`config.mk`:
```
export PLATFORM = sky130hd
export DESIGN_NAME = bank_demux
export DESIGN_NICKNAME = d
export VERILOG_FILES = /design/src/rtl/bdm_pkg.sv /design/src/rtl/bdm_bank_hold.sv /design/src/rtl/bdm_cycle_decode.sv /design/src/rtl/bdm_strobe_gen.sv /design/src/rtl/bank_demux.sv
export SDC_FILE = /design/constraint.sdc
export NUM_CORES = 1
export LEC_CHECK = 0
export ABC_CLOCK_PERIOD_IN_PS = 2500
export CORE_MARGIN = 2
export CORE_UTILIZATION = 26
export DETAILED_ROUTE_END_ITERATION = 8
export GPL_TIMING_DRIVEN = 0
export PLACE_DENSITY = 0.88
export SYNTH_ARGS = -nofsm -noshare
export SYNTH_HDL_FRONTEND = slang
export SYNTH_HIERARCHICAL = 1
export SYNTH_SLANG_ARGS = --single-unit
```
`constraint.sdc`:
```
create_clock -name clk -period 2.5 [get_ports clk]
set_input_delay 0.75 -clock clk [delete_from_list [all_inputs] [get_ports clk]]
set_output_delay 0.75 -clock clk [all_outputs]
set_load 0.005 [all_outputs]
```
`src/rtl/bdm_pkg.sv`:
```
package bdm_pkg;

    localparam int unsigned LO_ADDR_W = 16;
    localparam int unsigned BANK_W    = 8;

    typedef enum logic [1:0] {
        CYC_INTERNAL = 2'b00,
        CYC_PROGRAM  = 2'b01,
        CYC_DATA     = 2'b10,
        CYC_OPFETCH  = 2'b11
    } cyc_e;

    typedef struct packed {
        cyc_e kind;
        logic valid;
        logic opfetch;
    } cyc_info_t;

    function automatic cyc_info_t classify(input logic data_st, input logic prog_st);
        cyc_info_t r;
        r.kind    = cyc_e'({data_st, prog_st});
        r.valid   = data_st | prog_st;
        r.opfetch = data_st & prog_st;
        return r;
    endfunction

endpackage

```
`src/rtl/bdm_bank_hold.sv`:
```
module bdm_bank_hold #(
    parameter int unsigned BANK_W = 8
) (
    input  logic              clk,
    input  logic              rst,
    input  logic              phi2,
    input  logic              emu,
    input  logic [BANK_W-1:0] pins,
    output logic [BANK_W-1:0] bank
);
    logic [BANK_W-1:0] held_q;
    logic [BANK_W-1:0] live;

    // Emulation mode presents a zero bank regardless of the pins.
    assign live = emu ? '0 : pins;

    always_ff @(posedge clk) begin
        if (rst) begin
            held_q <= '0;
        end else if (!phi2) begin
            held_q <= live;
        end
    end

    // Low half: pass through; high half: frozen copy.
    assign bank = phi2 ? held_q : live;
endmodule

```
`src/rtl/bdm_cycle_decode.sv`:
```
module bdm_cycle_decode
    import bdm_pkg::*;
(
    input  logic      vda,
    input  logic      vpa,
    output cyc_info_t info
);
    always_comb begin
        info = classify(vda, vpa);
    end
endmodule

```
`src/rtl/bdm_strobe_gen.sv`:
```
module bdm_strobe_gen
    import bdm_pkg::*;
(
    input  logic      rst,
    input  logic      phi2,
    input  logic      cpu_rw,
    input  logic      bus_en,
    input  cyc_info_t info,
    output logic      own_bus,
    output logic      qual,
    output logic      rw_out,
    output logic      rd_n,
    output logic      wr_n
);
    logic live_half;

    assign own_bus   = bus_en & ~rst;
    assign qual      = own_bus & info.valid;
    assign live_half = qual & phi2;
    assign rw_out    = rst ? 1'b1 : cpu_rw;
    assign rd_n      = ~(live_half & cpu_rw);
    assign wr_n      = ~(live_half & ~cpu_rw);
endmodule

```
`src/rtl/bank_demux.sv`:
```
module bank_demux
    import bdm_pkg::*;
#(
    parameter int unsigned LO_W = bdm_pkg::LO_ADDR_W,
    parameter int unsigned BW   = bdm_pkg::BANK_W
) (
    input  logic               clk,
    input  logic               rst,
    input  logic               phi2,
    input  logic [LO_W-1:0]    addr_lo,
    input  logic [BW-1:0]      mux_bus,
    input  logic               cpu_rw,
    input  logic               vda,
    input  logic               vpa,
    input  logic               bus_en,
    input  logic               emu,
    input  logic [BW-1:0]      mem_rdata,
    output logic [LO_W+BW-1:0] addr_out,
    output logic               addr_oe,
    output logic               addr_valid,
    output logic               rw_out,
    output logic               rd_n,
    output logic               wr_n,
    output logic [BW-1:0]      wdata,
    output logic               wdata_oe,
    output logic [BW-1:0]      rdata_out,
    output logic               rdata_oe,
    output logic [1:0]         cyc_type,
    output logic               sync
);
    logic [BW-1:0] bank;
    cyc_info_t     info;

    bdm_bank_hold #(.BANK_W(BW)) u_bank (
        .clk  (clk),
        .rst  (rst),
        .phi2 (phi2),
        .emu  (emu),
        .pins (mux_bus),
        .bank (bank)
    );

    bdm_cycle_decode u_dec (
        .vda  (vda),
        .vpa  (vpa),
        .info (info)
    );

    bdm_strobe_gen u_strb (
        .rst     (rst),
        .phi2    (phi2),
        .cpu_rw  (cpu_rw),
        .bus_en  (bus_en),
        .info    (info),
        .own_bus (addr_oe),
        .qual    (addr_valid),
        .rw_out  (rw_out),
        .rd_n    (rd_n),
        .wr_n    (wr_n)
    );

    assign addr_out  = {bank, addr_lo};
    assign cyc_type  = info.kind;
    assign sync      = info.opfetch;
    assign wdata     = mux_bus;
    assign wdata_oe  = ~wr_n;
    assign rdata_out = mem_rdata;
    assign rdata_oe  = ~rd_n;
endmodule

```
# --- Yosys cells after proc, flatten, opt, wreduce, memory -nomap -nowiden ---
# Index checks and enable logic that the tools add are counted.
op_classes:
  bitwise: 11
  muxes: 3
op_table:
  columns: ["operator", "count"]
  rows:
  - ["8-bit 2-to-1 mux", 2]
  - ["1-bit bitwise AND", 6]
  - ["1-bit inverter", 4]
  - ["1-bit 2-to-1 mux", 1]
  - ["1-bit OR", 1]
totals:
  register_bits: 8
  out_inout_bits: 50

# --- Longest topological paths before layout ---
logic_depth:
  word_depth: 6
  ltp_mapped: 3
  ltp_nobuf: 3

# --- Hierarchy ---
# Netlist, hierarchy kept.
by_module_without_submodules:
  columns: ["mod", "area_each_um2", "cells_per_inst", "instances"]
  rows:
  - ["bdm_bank_hold", 351.6, 44, 1]
  - ["bank_demux", 247.7, 34, 1]
  - ["bdm_strobe_gen", 41.3, 5, 1]
  - ["bdm_cycle_decode", 28.8, 4, 1]

# --- Worst setup path after synthesis ---
# Ideal clock, no wire load.
synth_timing:
  path_type: "input to output"
  from: "input emu"
  to: "output addr_out[16]"
  stages: 2
  setup_slack_ns: 0.539
  arrival_time_ns: 1.211
  required_ns: 1.750
  cell_sequence: "or3b_1 nand2_1"
synth_via:
  elab_chain_len: 2
synth_rtl:
  columns: ["item", "line", "rtl"]
  rows:
  - ["start, declared", "bank_demux.sv:16", "input logic emu,"]
  - ["8-bit 2-to-1 mux", "bdm_bank_hold.sv:15", "assign live = emu ? '0 : pins;"]
  - ["8-bit 2-to-1 mux", "bdm_bank_hold.sv:26", "assign bank = phi2 ? held_q : live;"]
  - ["end, declared", "bank_demux.sv:18", "output logic [LO_W+BW-1:0] addr_out,"]
# Every way passes these cells.

# --- Worst setup path in the final report ---
layout_timing:
  from: "input mux_bus[4]"
  to: "output addr_out[20]"
layout_via:
  elab_chain_len: 2
layout_rtl:
  columns: ["item", "line", "rtl"]
  rows:
  - ["start, declared", "bank_demux.sv:11", "input logic [BW-1:0] mux_bus,"]
  - ["8-bit 2-to-1 mux", "bdm_bank_hold.sv:15", null]
  - ["8-bit 2-to-1 mux", "bdm_bank_hold.sv:26", null]
# Every way passes these cells.

==> impl_metrics.ini <==
[status]
status = complete, no violations

[global_routing]
grt_overflow_total = 0
antenna_found_initial = 0
grt_pass1_wl_um = 2670
first_global_vias = 675
track_usage_pct = 12.49
grt_max_degree = 12

[clocking]
htree_levels = 1
cts_root_buf = clkbuf_4
clock_latency_ps = 240
cts_buffer_depth = 2
cts_tree = yes
postCtsHoldBufs = 0
clock_sinks = 8
tritoncts.num_buffers = 3
clk_pin_slew_ps = 50

[floorplanning]
fp.dieW_um = 54.74
core_um2 = 2455
die_h_um = 54.74
rows = 18
ios = 90
initial_core_util_pct = 27.27
dieArea_um2 = 2996

[route]
dr.pass1.iters = 4
viasPerCell = 4.122
drc = 0
vias = 775
routed_wl_um = 2035
drt_first_iter_violations = 5
ant_nets = 0
wire_per_inst_um = 10.82

[sta]
drv_slew = 0
finalSetupViolCount = 0
grt_setup_unrepaired = no
layout_min_cycle_time_ps = 2409
fin_hold_ws_ps = 468.0
period_share_pct = 96.36
worst_slew_pin_slew_ps = 383.3
maxSlewHeadroom_pct = 74.45
fmax_mhz = 415.1
finalHoldViolations = 0
fin_skew_ps = 0

[logic_synthesis]
synth_warnings = 6
yosys.area_share.adder_pct = 0
synth-compound-area-share_pct = 7.664
synth_top_family_by_area = buffers and inverters
synth_cell_type_count = 19
synthMuxAreaShare_pct = 0
yosys_register_bits = 8
syn_area_per_cell_um2 = 7.694
syn-cell-area_um2 = 669.4
ys_seq_area_share_pct = 23.93
yosys.area_share.simple_pct = 27.85
synth_nets = 127
synth_xor_area_share_pct = 0
netlist_instances = 87

[power_and_ir_drop]
total_power_uw = 399.0
switching_power_uw = 92.45
intPower_uw = 306.6
switching_share_pct = 23.17
pwr-share-clk_pct = 23.9
pwr-share-comb_pct = 42.6
p_per_area_nw_per_um2 = 295.0
seqPwrFrac_pct = 33.5
peakVddDrop_mv = 0.2350
power_leakage_nw = 0.6803

[layout]
nets = 200
regMostFlops = u_bank/held_q
diodes = 0
area_delta_synth_final_pct = 102.1
layout.area.seq_um2 = 160.2
largest_reg_flops = 8
multiInputGateArea_um2 = 240.2
nFillCells = 253
drive_above_1_share_pct = 35.44
most-common-layout-cells = 36 x buf_4, 36 x clkdlybuf4s50_1, 16 x dlygate4sd2_1, 14 x nand2_1, 9 x buf_2
largestRegisters = u_bank/held_q x8

[worst_hold_path]
holdPathStages = 2
worst_hold_path_type = reg -> reg

[critical_path]
cp_max_fo = 2
cp-end-kind = output pin
worst_setup_path_start_kind = input pin
cp.arrival_ps = 1660
path_class = in -> out
worstPathRequired_ps = 1750
rr_worst_depth = 2

[place]
dp_hpwl_um = 1701
gp_congestion = 0.6675
port_buffers = 65

[run]
drv_cap = 0
## kinds of logic (layout without fill, tap and decap cells)
kind of cell | after synthesis | after routing
compound gates | 10 | 10
flops | 8 | 8
buf+inv | 38 | 109
simple gates | 31 | 31
## worst max-delay path, cell delays in order
cell           delay, ps
dlygate4sd2_1        220
or3b_4               390
nand2_1               70
dlygate4sd2_1        230
## repair_timing
item	4_1_cts	5_1_grt
setup buffers	3	0
setup endpoints to repair	26	5
pin swaps	7	0
resized for setup	61	6
## synth_stat cells
cell type	n	area, um2
nand2_1	14	52.55
nand4_1	1	6.260
o21ai_1	1	5.000
or3b_1	6	52.55
and2_1	1	6.260
dfxtp_1	8	160.2
inv_1	2	7.510
or2_1	3	18.77
o22ai_1	1	6.260
clkbuf_1	1	3.750
buf_4	34	255.2
nor2b_4	1	13.76
buf_2	1	5.000
nand2b_1	2	12.51
nand3b_1	1	7.510
nand4b_1	1	8.760
and2_2	1	7.510
a21oi_1	6	30.03
o21ai_0	2	10.01
## through the flow
stage	instances	area [um2]	util (%)	TNS [ps]	setup slack [ps]
floorplan	87	669.4	-	0	539.0
global placement	182	1358	55.30	-7583	-616.3
detailed placement	182	1358	55.30	-8190	-652.3
CTS	188	1356	55.25	0	4.817
global route	188	1353	55.10	0	33.85
finish	188	1353	55.10	0	90.98
## final timing paths
| kind | startpoint | to | slack (ps) |
|---|---|---|---|
| min | u_bank/held_q[3] | u_bank/held_q[3] | 470 |
| min reg2reg | u_bank/held_q[3] | u_bank/held_q[3] | 470 |
| max reg2reg | u_bank/held_q[5] | u_bank/held_q[5] | 1880 |
| max | mux_bus[4] | addr_out[20] | 90 |
## power groups by stage
stage | combinational (mW) | sequential (mW) | clock (mW)
CTS | 0.173 | 0.134 | 0.100
detailed placement | 0.183 | 0.137 | 0
global placement | 0.179 | 0.136 | 0
finish | 0.170 | 0.134 | 0.0952
floorplan | 0.0693 | 0.136 | 0
global route | 0.185 | 0.134 | 0.114
## per-layer routing
metal	routed length (um)	up-vias	global-route usage, %	share of wire [%]
met1	758	329	13.42	37
met2	1064	50	23.21	52
met4	19	0	6.250	0.93
met5	0	-	0	0
li1	-	394	-	-
met3	192	2	1.913	9.4
## layout make-up
class / instances / share of cell area [%]
sequential: 8 / 11.84
clock buffer: 3 / 1.665
buffer: 36 / 19.70
multi-input combinational: 41 / 17.76
inverter: 2 / 0.5550
tap: 30 / 2.775
timing repair buffer: 68 / 45.70
(Power assumes the default switching activity.)
